--- src/rtl/muldiv_pkg.sv ---
package muldiv_pkg;

    typedef enum logic {
        OP_MUL = 1'b0,
        OP_DIV = 1'b1
    } md_op_e;

endpackage

--- src/rtl/md_mul_step.sv ---
// One multiply iteration: adds BPC shifted copies of the multiplicand,
// selected by the next BPC multiplier bits, into the running product.
module md_mul_step #(
    parameter int W   = 8,
    parameter int BPC = 2,
    parameter int IW  = 2
) (
    input  logic [2*W-1:0] acc_i,
    input  logic [W-1:0]   mcand_i,
    input  logic [BPC-1:0] bits_i,
    input  logic [IW-1:0]  idx_i,
    output logic [2*W-1:0] acc_o
);

    logic [2*W-1:0] ext;

    always_comb begin
        ext   = {{W{1'b0}}, mcand_i};
        acc_o = acc_i;
        for (int j = 0; j < BPC; j++) begin
            if (bits_i[j]) begin
                acc_o = acc_o + (ext << (int'(idx_i) * BPC + j));
            end
        end
    end

endmodule

--- src/rtl/md_div_step.sv ---
// One divide iteration: BPC chained restoring-division bit steps.
// The quotient bits shift into the low end of the dividend register.
module md_div_step #(
    parameter int W   = 8,
    parameter int BPC = 2
) (
    input  logic [W-1:0] rem_i,
    input  logic [W-1:0] num_i,
    input  logic [W-1:0] dsr_i,
    output logic [W-1:0] rem_o,
    output logic [W-1:0] num_o
);

    logic [W-1:0] rem_c [BPC+1];
    logic [W-1:0] num_c [BPC+1];

    assign rem_c[0] = rem_i;
    assign num_c[0] = num_i;

    for (genvar j = 0; j < BPC; j++) begin : g_bit
        logic [W:0] trial;
        logic       fits;
        assign trial        = {rem_c[j], num_c[j][W-1]};
        assign fits         = (trial >= {1'b0, dsr_i});
        assign rem_c[j+1]   = fits ? W'(trial - {1'b0, dsr_i}) : trial[W-1:0];
        assign num_c[j+1]   = {num_c[j][W-2:0], fits};
    end

    assign rem_o = rem_c[BPC];
    assign num_o = num_c[BPC];

endmodule

--- src/rtl/muldiv_unit.sv ---
module muldiv_unit #(
    parameter int W   = 8,
    parameter int BPC = 2
) (
    input  logic         clk_i,
    input  logic         rst_ni,
    input  logic         start_i,
    input  logic         op_i,
    input  logic [W-1:0] a_i,
    input  logic [W-1:0] b_i,
    output logic [W-1:0] a_o,
    output logic [W-1:0] b_o,
    output logic         cy_o,
    output logic         ov_o,
    output logic         done_o
);
    import muldiv_pkg::*;

    localparam int CYC = W / BPC;
    localparam int IW  = (CYC > 1) ? $clog2(CYC) : 1;

    typedef struct packed {
        logic           busy;
        md_op_e         op;
        logic [IW-1:0]  cnt;
        logic [2*W-1:0] acc;
        logic [W-1:0]   mq;
        logic [W-1:0]   rem;
        logic [W-1:0]   opb;
        logic [W-1:0]   a_res;
        logic [W-1:0]   b_res;
        logic           cy;
        logic           ov;
        logic           done;
    } md_state_t;

    md_state_t st_d, st_q;

    logic           first;
    md_op_e         cur_op;
    logic [W-1:0]   cur_mq, cur_b, cur_rem;
    logic [2*W-1:0] cur_acc;
    logic [IW-1:0]  cur_idx;
    logic [2*W-1:0] mul_acc;
    logic [W-1:0]   div_rem, div_num;

    // The first iteration runs on the pins; later ones on the registers.
    assign first   = start_i && !st_q.busy;
    assign cur_op  = first ? md_op_e'(op_i) : st_q.op;
    assign cur_mq  = first ? a_i : st_q.mq;
    assign cur_b   = first ? b_i : st_q.opb;
    assign cur_acc = first ? '0  : st_q.acc;
    assign cur_rem = first ? '0  : st_q.rem;
    assign cur_idx = first ? '0  : st_q.cnt;

    md_mul_step #(.W(W), .BPC(BPC), .IW(IW)) u_mul (
        .acc_i   (cur_acc),
        .mcand_i (cur_b),
        .bits_i  (cur_mq[BPC-1:0]),
        .idx_i   (cur_idx),
        .acc_o   (mul_acc)
    );

    md_div_step #(.W(W), .BPC(BPC)) u_div (
        .rem_i (cur_rem),
        .num_i (cur_mq),
        .dsr_i (cur_b),
        .rem_o (div_rem),
        .num_o (div_num)
    );

    always_comb begin
        st_d      = st_q;
        st_d.done = 1'b0;
        if (first || st_q.busy) begin
            st_d.busy = 1'b1;
            st_d.op   = cur_op;
            st_d.opb  = cur_b;
            st_d.cnt  = cur_idx + 1'b1;
            if (cur_op == OP_MUL) begin
                st_d.acc = mul_acc;
                st_d.mq  = cur_mq >> BPC;
            end else begin
                st_d.rem = div_rem;
                st_d.mq  = div_num;
            end
            if (cur_idx == IW'(CYC - 1)) begin
                st_d.busy = 1'b0;
                st_d.done = 1'b1;
                st_d.cy   = 1'b0;
                if (cur_op == OP_MUL) begin
                    st_d.a_res = mul_acc[W-1:0];
                    st_d.b_res = mul_acc[2*W-1:W];
                    st_d.ov    = |mul_acc[2*W-1:W];
                end else begin
                    // A zero divisor makes every trial subtraction fit, which
                    // yields an all-ones quotient and the dividend as remainder.
                    st_d.a_res = div_num;
                    st_d.b_res = div_rem;
                    st_d.ov    = (cur_b == '0);
                end
            end
        end
    end

    always_ff @(posedge clk_i or negedge rst_ni) begin
        if (!rst_ni) begin
            st_q <= '0;
        end else begin
            st_q <= st_d;
        end
    end

    assign a_o    = st_q.a_res;
    assign b_o    = st_q.b_res;
    assign cy_o   = st_q.cy;
    assign ov_o   = st_q.ov;
    assign done_o = st_q.done;

endmodule

--- config.mk ---
export PLATFORM = sky130hd
export DESIGN_NAME = muldiv_unit
export DESIGN_NICKNAME = d
export VERILOG_FILES = /design/src/rtl/muldiv_pkg.sv /design/src/rtl/md_mul_step.sv /design/src/rtl/md_div_step.sv /design/src/rtl/muldiv_unit.sv
export SDC_FILE = /design/constraint.sdc
export NUM_CORES = 1
export LEC_CHECK = 0
export CAP_MARGIN = 10
export CORE_ASPECT_RATIO = 0.9
export CORE_MARGIN = 5
export CORE_UTILIZATION = 51
export DETAILED_ROUTE_END_ITERATION = 10
export HOLD_SLACK_MARGIN = 0.08
export MAX_ROUTING_LAYER = met4
export PLACE_DENSITY_LB_ADDON = 0.05
export SLEW_MARGIN = 15
export SYNTH_ARGS = -nofsm -noshare
export SYNTH_HDL_FRONTEND = slang
export SYNTH_SLANG_ARGS = --single-unit
--- constraint.sdc ---
create_clock -name clk_i -period 15 [get_ports clk_i]
set_input_delay 4.5 -clock clk_i [delete_from_list [all_inputs] [get_ports clk_i]]
set_output_delay 4.5 -clock clk_i [all_outputs]
set_load 0.01 [all_outputs]
* Yosys cells after proc, flatten, opt, wreduce, memory -nomap -nowiden
Cells that the tools add are included.
** Storage, ports and cells
- Flip-flop bits (word level) :: 62
- Input port bits :: 20
- Word-level logic and storage cells :: 47
- Output and inout port bits :: 19
** Cells by class
- Reduce and logical (&&, ||, !) cells :: 8
- $lt $le $gt $ge :: 2
- Muxes and demuxes :: 16
- Equal/unequal tests :: 1
- Bitwise operators :: 1
- $add $sub $neg :: 6
- Shifts and indexed selects :: 2
** Operator list (count)
- two-way mux 16 bit :: 4
- two-way mux 8 bit :: 6
- adder 16 bit :: 2
- greater-or-equal comparator 9 x 8 -> 1 bit :: 2
- left shift 8 x 3 -> 16 bit :: 1
- left shift 8 x 4 -> 16 bit :: 1
- subtractor 8 bit :: 2
- logical NOT 8 bit :: 1
- OR reduction 8 bit :: 1
- AND reduction 2 bit :: 3
- two-way mux 1 bit :: 5
- adder 3 x 1 -> 4 bit, second input constant :: 1
- adder 2 x 1 -> 2 bit, second input constant :: 1
- == test 2 bit, second input constant :: 1
- two-way mux 2 bit :: 1
- logical AND 1 bit :: 1
- logical NOT 1 bit :: 1
- logical OR 1 bit :: 1
- inverter 1 bit :: 1

* Depth between registers and ports, before layout
Gate-level depths: netlist (run 1).
- Depth in word-level cells :: 10
- Depth in mapped cells :: 31
- Gate-level depth less buffers :: 28

* Modules after synthesis
Synthesis (run 1) repeated with hierarchy kept, for this count alone.
** Unflattened totals
- Cells, all modules :: 663
- Area total of the unflattened synthesis :: 6208.5 um2
** Modules (own cells, without submodules)
- muldiv_unit :: cells each 268, area each 3108.0 um2, instances 1, seq. area each 1551.5 um2
- md_mul_step :: cells each 265, area each 2028.2 um2, instances 1, seq. area each 0.0 um2
- md_div_step :: cells each 130, area each 1072.3 um2, instances 1, seq. area each 0.0 um2

* Worst setup path after synthesis (run 1)
OpenSTA, ideal clock, no wires.
- Path kind :: in2reg
- Start :: input port start_i
- End :: register st_q, in the netlist b_o[6]
- Setup slack :: 4.376 ns
- Required time :: 14.874 ns
- Setup time :: 0.126 ns
- Stages :: 29
- Arrival :: 10.498 ns
- Path buffers :: 4
- Path through :: buf_2 nand2b_1 clkbuf_1 buf_1 clkbuf_1 mux2i_1 ha_1 nor2b_1 o21ai_0 a21oi_1 o21ai_0 a21boi_0 o21a_1 o21ai_0 nand2_1 mux2_2 inv_1 ha_1 nor2b_1 o21ai_0 a21boi_1 o21ai_0 nand2b_1 a21o_1 a21o_1 o21bai_1 a221oi_2 mux2_2 a221o_1
** On the way
- Cells in the longest elaborated chain, start to end :: 8
- Elaborated cells between the ends (all ways) :: 24
- Those cells by class :: add/sub (5); order compare (2); eq/ne (1); shift (2); mux (11); reduce/logical (3)
** RTL lines
- from (decl) :: RTL line muldiv_unit.sv:7 : input logic start_i,
- logical AND 1 bit (*) :: RTL line muldiv_unit.sv:48 : assign first = start_i && !st_q.busy;
- two-way mux 8 bit or two-way mux 2 bit (tied branches) :: RTL line muldiv_unit.sv:51, muldiv_unit.sv:54
- left shift 8 x 3 -> 16 bit :: RTL line md_mul_step.sv:22 : acc_o = acc_o + (ext << (int'(idx_i) * BPC + j));
- adder 16 bit :: RTL line md_mul_step.sv:22
- two-way mux 16 bit :: RTL line md_mul_step.sv:21 : if (bits_i[j]) begin
- adder 16 bit :: RTL line md_mul_step.sv:22
- two-way mux 16 bit :: RTL line md_mul_step.sv:21
- two-way mux 16 bit :: RTL line muldiv_unit.sv:91 : if (cur_op == OP_MUL) begin
- to (signal assigned) :: RTL line muldiv_unit.sv:110 : st_q <= st_d;
- to (decl) :: RTL line muldiv_unit.sv:37 : md_state_t st_d, st_q;
Every way passes the cells marked *; elsewhere a longest branch is shown, timed or not.
A chain may end at the register's enable or synchronous reset.

* Worst setup path in the final report (run 1)
- Start :: input port start_i
- End :: register st_q, in the netlist b_o[4]
** On the way
- Cells in the longest elaborated chain, start to end :: 8
- Elaborated cells between the ends (all ways) :: 24
- Those cells by class :: add/sub (5); order compare (2); eq/ne (1); shift (2); mux (11); reduce/logical (3)
** RTL lines
- logical AND 1 bit (*) :: RTL line muldiv_unit.sv:48
- two-way mux 8 bit (*) :: RTL line muldiv_unit.sv:51 : assign cur_b = first ? b_i : st_q.opb;
- net cur_b[1] :: RTL line muldiv_unit.sv:41 : logic [W-1:0] cur_mq, cur_b, cur_rem;
- left shift 8 x 3 -> 16 bit :: RTL line md_mul_step.sv:22
- adder 16 bit :: RTL line md_mul_step.sv:22
- two-way mux 16 bit :: RTL line md_mul_step.sv:21
- adder 16 bit :: RTL line md_mul_step.sv:22
- two-way mux 16 bit :: RTL line md_mul_step.sv:21
- two-way mux 16 bit (*) :: RTL line muldiv_unit.sv:91
The timed path passes the listed nets; every way through them passes the cells marked *.

==> results.tsv, run 1 <==
stage	metric	value	unit
synthesis	synth_common_cells	123 x nand2_1, 62 x dfrtp_1, 61 x o21ai_0	
synthesis	syn_area	5887	um^2
final_layout	instances_no_fill	910	
worst_setup_path	critical_path_class	input pin to flop	
timing	tns	0	ps
final_layout	fillCellCount	1100	
timing	worst_pin_slew	984.8	ps
grt	grt_max_degree	63	
clock_network	cts_htree_levels	3	
worst_setup_path	critPathArrivalTime	11490	ps
timing	max_freq	88.73	MHz
worst_setup_path	crit_family	compound AO/OA/AOI/OAI gates	
worst_setup_path	slowest_delay	830	ps
final_layout	fin_area	6600	um^2
synthesis	synthMostInstantiatedCell	nand2_1	
timing	fin_crit_sh	75.13	%
floorplanning	fp.dieW	123.3	um
clock_network	cts_tree	done	
synthesis	synth_edf_count	0	
final_layout	area_growth	12.11	%
clock_network	cts_root_buf	clkbuf_16	
job	cap_violations	0	
floorplanning	ios	39	
timing	max-slew-margin-rel	34.35	%
route	routedWlPerCell	20.15	um
synthesis	ys_types	68	
grt	overflow	0	
timing	setup_viol_count_final	0	
synthesis	syn_inst	741	
timing	slew_violations	0	
final_layout	drive_gt1_share	8.223	%
min_path	min_path_type	flop to flop	
clock_network	cts_buffers	9	
placement	placed_cells	894	
route	routed_wl	18340	um
final_layout	final_nets	814	
floorplanning	core	11390	um^2
grt	grt_pass1_wl	29140	um
synthesis	synth_area_leaders	dfrtp_1 26%, ha_1 9.1%, nand2_1 7.8%	
placement	hpwl	14020	um
synthesis	synth_compound_gate_area_share	23.27	%
synthesis	async_flop_share	100.0	%
synthesis	synthMuxAreaShare	7.758	%
clock_network	post-cts-setup-buffers	0	
timing	finalHoldViolCount	0	
clock_network	clk_path_buf_depth	2	
placement	place.gp.congestion	0.9728	
synthesis	avgSynthCellArea	7.945	um^2
route	first_pass_iters	7	
worst_setup_path	cpMostUsedCell	o21ai_0	
worst_setup_path	cp-end-kind	flop	
synthesis	yosysSeqAreaShare	26.35	%
synthesis	synth_top_cell_area_share	26.35	%
timing	clock_skew	9.393	ps
route	via_per_inst	6.107	
worst_setup_path	cp_slowest_cell	a221oi_2	
timing	min_period	11270	ps
route	drc	0	
synthesis	syn_nets	806	
synthesis	synth_adder_area_share	10.01	%
floorplanning	die_y	111.9	um
synthesis	yosys_warnings	0	
route	ant_nets	0	
clock_network	ctsResizeCount	0	
synthesis	synth_xor_area_share	5.058	%
floorplanning	row_count	37	
worst_setup_path	startpoint_type	input pin	
clock_network	ctsHoldBuffers	0	
floorplanning	start_util	51.69	%
worst_setup_path	worstPathRequired	15220	ps
synthesis	synth_seq_cells	62	
placement	placed_area	6269	um^2
route	vias	5557	
synthesis	synth_area_leader_cell	dfrtp_1	
grt	grt_pass1_vias	5104	
clock_network	worstSkewPairLatency	340	ps
route	drtIter0Drc	712	
synthesis	synth_top_family_by_area	compound AO/OA/AOI/OAI gates	
worst_setup_path	cp.buffers_inverters	4	
final_layout	final_core_utilization	57.95	%
placement	io_buffers	37	
synthesis	synth-simple-area-share	20.98	%
timing	grt_setup_unrepaired	false	
grt	antenna_found_initial	0	
worst_setup_path	crit_fanout	50	
clock_network	clock-sinks	62	
final_layout	n_antenna_cell	0	
synthesis	ys.flop_type	dfrtp_1	
clock_network	clk_pin_slew_worst_paths	60	ps
grt	track_usage	28.02	%
floorplanning	dieArea	13790	um^2
run_status	status	finished, final reports clean	
==> placed cells by master (no fill, tap or decap), types with 3 or more instances in the layout <==
master	n
a211oi_1	7
a21boi_0	5
a21o_1	15
a21oi_1	40
a22o_1	4
a22oi_1	5
a31oi_1	7
a41oi_1	3
and2_1	21
and3_1	3
and4_1	4
buf_4	11
clkbuf_16	9
clkdlybuf4s50_1	36
dfrtp_1	62
ha_1	43
inv_1	29
mux2_2	17
mux2i_1	24
nand2_1	123
nand2b_1	6
nand3_1	13
nand3b_1	3
nand4_1	5
nor2_1	47
nor2b_1	8
nor3_1	16
o211ai_1	6
o21a_1	5
o21ai_0	60
o21ai_1	9
o21bai_1	4
o22ai_1	5
o31a_1	4
o31ai_1	7
or3_1	4
xnor2_1	24
xor2_1	10
==> layer usage <==
metal	up-vias	global-route usage (%)	routed length [um]
met3	18	4.926	1193
met5	-	-	0
met2	226	38.22	7787
li1	2644	-	-
met4	0	5.609	212
met1	2669	43.16	9143
==> flip-flops by register name, indices dropped and copies added (netlist names) <==
register,flops
done_o,1
ov_o,1
b_o,8
a_o,8
st_q,44
==> logic make-up after synthesis <==
logic type                 after synthesis
adders and majority gates               46
xor gates and xnor gates                34
buffers and inverters                   81
DFF                                     62
and+or+nand+nor                        264
other                                    1
AOI/OAI and AO/OA                      210
muxes                                   43
==> through the flow <==
step	hold slack (ps)	setup WS (ps)
global route	507.3	3061
finish	484.9	3730
CTS	484.8	3773
detailed placement	472.0	3484
floorplan	441.8	4376
global placement	459.0	3581
==> worst reg2reg max path, delay by kind of cell, from the launching register on <==
kind / cells / cell delay, ps
compound gates: 15 / 3160
fa+ha+maj: 2 / 530
buf+inv: 3 / 680
flops: 1 / 550
mux: 2 / 870
simple gates: 7 / 1240
==> path summary, 6_finish.rpt <==
check	startpoint	endpoint	slack [ps]	cells after the start
setup / recovery	start_i	b_o[4]$_DFFE_PN0P_	3730	30
hold / removal	a_o[1]$_DFFE_PN0P_	a_o[1]$_DFFE_PN0P_	480	2
setup reg to reg	st_q[62]$_DFFE_PN0N_	b_o[4]$_DFFE_PN0P_	7850	29
hold reg to reg	a_o[1]$_DFFE_PN0P_	a_o[1]$_DFFE_PN0P_	480	2
max in group asynchronous	rst_ni	st_q[60]$_DFFE_PN0N_	10120	2
min in group asynchronous	rst_ni	st_q[29]$_DFFE_PN0P_	4340	2
==> layout make-up <==
type                    count  area (um^2)  area share, %
multi-input cells         598         3961          60.02
flip-flops and latches     62         1551          23.51
repair buffers             48        447.9          6.787
clock buffers              10        239.0          3.621
well taps                 156        195.2          2.957
inverters                  30        112.6          1.706
clock inverters             6        92.59          1.403
Power of run 1 is not shown: default switching activity piles up to over one toggle a cycle in this logic, so the estimate is an artifact.
==> run 2: changes to the inputs <==
==> constraint.sdc (replaced) <==
create_clock -name clk_i -period 10.5 [get_ports clk_i]
set_input_delay 3.15 -clock clk_i [delete_from_list [all_inputs] [get_ports clk_i]]
set_output_delay 3.15 -clock clk_i [all_outputs]
set_load 0.01 [all_outputs]
==> run 2 against run 1 <==
Wire length down 0.93%. Die area stayed put. Hold slack improved by 2.1 ps. Clock-buffer cell count unchanged. Cell count increased by 0.44%. Via count shrank 0.43%. Flip-flop and latch count is the same. Critical path type unchanged. Highest routed layer unchanged.
==> results.tsv, run 2 (same netlist as run 1, synthesis figures left out) <==
stage	metric	value	unit
placement	place.gp.congestion	0.9965	
timing	tns	0	ps
worst_setup_path	r2r-start	st_q[62]$_DFFE_PN0N_	
run_status	status	finished, final reports clean	
worst_setup_path	critical_path_class	input pin to flop	
route	via_per_inst	6.054	
worst_setup_path	r2r_setup_slack	3560	ps
route	ant_nets	0	
floorplanning	ios	39	
worst_setup_path	critPathArrivalTime	9930	ps
worst_setup_path	startpoint_type	input pin	
floorplanning	row_count	37	
min_path	hold-path-cell-count	1	
placement	io_buffers	37	
route	routedWlPerCell	19.88	um
clock_network	ctsResizeCount	0	
final_layout	regArea	1551	um^2
worst_setup_path	cp.buffers_inverters	4	
timing	max_freq	102.9	MHz
timing	fin_crit_sh	92.57	%
timing	clock_skew	8.603	ps
final_layout	area_growth	11.94	%
clock_network	cts_root_buf	clkbuf_16	
route	first_pass_iters	5	
final_layout	layout_commonest_cell	nand2_1	
route	drc	0	
timing	slew_violations	0	
worst_setup_path	cpMostUsedCell	o21ai_0	
timing	finalHoldViolCount	0	
worst_setup_path	slowest_delay	570	ps
worst_setup_path	worstPathRequired	10710	ps
worst_setup_path	cp_slowest_cell	clkdlybuf4s50_1	
route	vias	5533	
timing	grt_setup_unrepaired	false	
final_layout	n_antenna_cell	0	
placement	hpwl	14030	um
min_path	whs_endpoint	a_o[3]$_DFFE_PN0P_	
min_path	min_path_type	flop to flop	
clock_network	clock-sinks	62	
floorplanning	dieArea	13790	um^2
floorplanning	fp.dieW	123.3	um
grt	antenna_found_initial	0	
worst_setup_path	worstRegToRegCells	28	
worst_setup_path	crit_family	compound AO/OA/AOI/OAI gates	
grt	grt_pass1_vias	5182	
final_layout	drive_gt1_share	8.575	%
worst_setup_path	cp-end-kind	flop	
floorplanning	core	11390	um^2
min_path	worstHoldStart	a_o[3]$_DFFE_PN0P_	
route	drtIter0Drc	695	
final_layout	final_nets	818	
grt	overflow	0	
clock_network	cts_htree_levels	3	
grt	grt_max_degree	63	
worst_setup_path	crit_fanout	26	
final_layout	multi_input_area	3961	um^2
final_layout	largest_register_ffs	44	
clock_network	worstSkewPairLatency	330	ps
grt	track_usage	27.65	%
clock_network	cts_buffers	9	
clock_network	cts_tree	done	
floorplanning	die_y	111.9	um
clock_network	clk_path_buf_depth	2	
timing	min_period	9720	ps
timing	max-slew-margin-rel	39.86	%
timing	setup_viol_count_final	0	
floorplanning	start_util	51.69	%
clock_network	post-cts-setup-buffers	0	
final_layout	fillCellCount	1105	
clock_network	ctsHoldBuffers	0	
route	routed_wl	18170	um
final_layout	mostFrequentLayoutCells	123 x nand2_1, 62 x dfrtp_1, 61 x o21ai_0	
final_layout	largest_register	st_q	
timing	worst_pin_slew	877.1	ps
job	cap_violations	0	
worst_setup_path	worstReg2RegEnd	b_o[6]$_DFFE_PN0P_	
clock_network	clk_pin_slew_worst_paths	60	ps
grt	grt_pass1_wl	28990	um
run 2: cell types whose count changed in the layout (fill, tap and decap cells not counted), sizes merged:
cell,before,now
bufinv,2,1
clkinv,1,6
clkinvlp,2,0
buf,12,16
inv,31,29
run 2: worst max path at each step:
stage,slack (ps),to,depth (start not counted),start
2_1_floorplan,1230,b_o[6]$_DFFE_PN0P_,29,start_i
3_3_place_gp,860,b_o[6]$_DFFE_PN0P_,29,start_i
3_5_place_dp,630,b_o[6]$_DFFE_PN0P_,29,start_i
4_1_cts,930,b_o[6]$_DFFE_PN0P_,29,start_i
5_1_grt,270,b_o[7]$_DFFE_PN0P_,30,start_i
6_report,780,b_o[6]$_DFFE_PN0P_,29,start_i
run 2: final cells by class:
class	instances	share of cell area [%]
Timing Repair Buffer	52	7.253
Multi-Input combinational cell	598	60.11
Clock inverter	6	0.9493
Sequential cell	62	23.54
Clock buffer	10	3.474
Tap cell	156	2.962
Inverter	30	1.709
run 2: per-stage QoR:
| stage | cells | instance area, um^2 | utilization [%] | worst slack (ps) | hold WS (ps) |
|---|---|---|---|---|---|
| 2_1_floorplan | 741 | 5887 | - | 1226 | 441.8 |
| 3_3_place_gp | 898 | 6299 | 55.31 | 860.0 | 464.2 |
| 3_5_place_dp | 898 | 6299 | 55.31 | 629.2 | 472.6 |
| 4_1_cts | 914 | 6590 | 57.87 | 929.1 | 482.3 |
| 5_1_grt | 914 | 6590 | 57.87 | 269.5 | 512.4 |
| 6_report | 914 | 6590 | 57.87 | 780.5 | 487.0 |
run 2: routing by layer:
| layer | routed length [um] | track usage [%] | vias up |
|---|---|---|---|
| met3 | 1394 | 6.399 | 17 |
| met5 | 0 | - | - |
| met4 | 175 | 3.616 | 0 |
| met2 | 7842 | 39.06 | 212 |
| li1 | - | - | 2650 |
| met1 | 8754 | 41.27 | 2654 |
Power of run 2 is left out for the same reason.
==> run 3: changes to the inputs <==
--- a/config.mk
+++ b/config.mk
@@ -8,7 +8,7 @@
 export CAP_MARGIN = 10
 export CORE_ASPECT_RATIO = 0.9
 export CORE_MARGIN = 5
-export CORE_UTILIZATION = 51
+export CORE_UTILIZATION = 23
 export DETAILED_ROUTE_END_ITERATION = 10
 export HOLD_SLACK_MARGIN = 0.08
 export MAX_ROUTING_LAYER = met4
==> run 3 against run 2 <==
Global-route usage shrank 11 points. Fmax grew 3.7%. Wire length grew 30%. Core utilization shrank 31 points. Cell area grew 4.1%. Register-to-register slack gained 440 ps. Non-clock buffer count grew 3. Worst setup slack gained 350 ps. Hold slack lost 11 ps. Cell count grew 21%. Critical path depth shrank 2. Die area grew 110%.
==> results.tsv, run 3 (same netlist as run 1, synthesis figures left out) <==
stage	metric	value	unit
timing	tns	0	ps
clock_network	post-cts-setup-buffers	0	
final_layout	multi_input_area	3961	um^2
floorplanning	row_count	55	
grt	overflow	0	
timing	min_period	9369	ps
worst_setup_path	worstPathRequired	10730	ps
timing	grt_setup_unrepaired	false	
job	cap_violations	0	
floorplanning	die_y	161.8	um
final_layout	regArea	1551	um^2
worst_setup_path	critical_path_class	input pin to flop	
floorplanning	fp.dieW	178.6	um
timing	setup_viol_count_final	0	
final_layout	area_growth	16.51	%
final_layout	largest_register	st_q	
final_layout	largest_register_ffs	44	
timing	slew_violations	0	
timing	fin_crit_sh	89.23	%
route	vias	5487	
clock_network	cts_htree_levels	3	
placement	hpwl	18040	um
min_path	hold-path-cell-count	2	
final_layout	final_nets	821	
grt	antenna_found_initial	0	
clock_network	clk_pin_slew_worst_paths	60	ps
floorplanning	dieArea	28900	um^2
route	drtIter0Drc	470	
final_layout	fin_area	6859	um^2
route	drc	0	
placement	placed_area	6554	um^2
route	via_per_inst	4.975	
final_layout	n_antenna_cell	0	
clock_network	worstSkewPairLatency	350	ps
clock_network	cts_root_buf	clkbuf_16	
min_path	min_path_type	flop to flop	
placement	place.gp.congestion	0.8663	
timing	max-slew-margin-rel	30.35	%
floorplanning	core	25190	um^2
grt	grt_pass1_wl	36180	um
worst_setup_path	critPathArrivalTime	9600	ps
clock_network	cts_tree	done	
final_layout	layout_commonest_cell	nand2_1	
grt	grt_max_degree	63	
clock_network	ctsHoldBuffers	0	
worst_setup_path	crit_fanout	12	
clock_network	cts_buffers	9	
worst_setup_path	worstRegToRegCells	28	
floorplanning	ios	39	
timing	worst_pin_slew	1038	ps
final_layout	drive_gt1_share	9.067	%
timing	max_freq	106.7	MHz
route	routed_wl	23650	um
floorplanning	start_util	23.37	%
clock_network	clock-sinks	62	
route	ant_nets	0	
grt	track_usage	17.10	%
grt	grt_pass1_vias	5571	
worst_setup_path	cp-end-kind	flop	
run_status	status	finished, final reports clean	
route	routedWlPerCell	21.44	um
final_layout	fillCellCount	2803	
final_layout	mostFrequentLayoutCells	123 x nand2_1, 62 x dfrtp_1, 60 x o21ai_0	
clock_network	clk_path_buf_depth	2	
worst_setup_path	startpoint_type	input pin	
timing	clock_skew	11.30	ps
route	first_pass_iters	5	
timing	finalHoldViolCount	0	
clock_network	ctsResizeCount	0	
placement	io_buffers	37	
[run 3: cell count changes in the layout (fill, tap and decap cells not counted), sizes merged]
cell / previous run / this run
clkinv: 6 / 3
clkinvlp: 0 / 1
inv: 29 / 32
buf: 16 / 19
clkbuf: 10 / 9
[run 3: final timing paths]
kind | start | to | slack, ps
setup / recovery | start_i | b_o[6]$_DFFE_PN0P_ | 1130
hold / removal | st_q[31]$_DFFE_PN0P_ | st_q[31]$_DFFE_PN0P_ | 480
setup reg to reg | st_q[62]$_DFFE_PN0N_ | st_q[29]$_DFFE_PN0P_ | 4000
hold reg to reg | st_q[31]$_DFFE_PN0P_ | st_q[31]$_DFFE_PN0P_ | 480
max in group asynchronous | rst_ni | st_q[46]$_DFFE_PN0P_ | 6850
min in group asynchronous | rst_ni | st_q[22]$_DFFE_PN0N_ | 3000
[run 3: area by class of cell]
cell class | instances | share of cell area, %
clock inverters | 7 | 1.167
inverters | 30 | 1.642
multi-input cells | 598 | 57.75
well taps | 342 | 6.239
clock buffers | 9 | 3.283
repair buffers | 55 | 7.297
flip-flops and latches | 62 | 22.62
[run 3: through the flow]
stage	hold slack [ps]	std cells	utilization, %	setup slack (ps)
floorplan	441.8	741	-	1226
global placement	459.5	1087	26.02	901.4
detailed placement	470.7	1087	26.02	840.8
CTS	483.6	1103	27.23	1186
global route	505.4	1103	27.23	475.9
finish	475.6	1103	27.23	1131
[run 3: routing by layer]
layer,share of wire [%],vias up,track usage [%]
met4,1.2,0,3.035
met5,0,-,-
li1,-,2658,-
met3,3.5,17,2.653
met2,41,128,23.95
met1,54,2684,26.07
[run 3: worst max-delay path, cell delays in order]
cell and delay (ps):
clkdlybuf4s50_1 690, nor2b_2 370, buf_4 280, mux2i_1 420, inv_1 100, o21ai_0 140, o21ai_0 190, ha_1 450
inv_1 110, a31oi_1 140, nor4b_1 360, a211o_1 230, a21o_1 120, a21oi_1 80, xnor2_1 140, o21ai_0 320
ha_1 360, a21o_1 230, a21o_1 180, a21oi_1 320, nor2_1 90, a211oi_1 220, o31ai_1 130, xor2_1 160
mux2i_1 270, nor3_1 80, a221o_1 260
Power of run 3 is left out for the same reason.
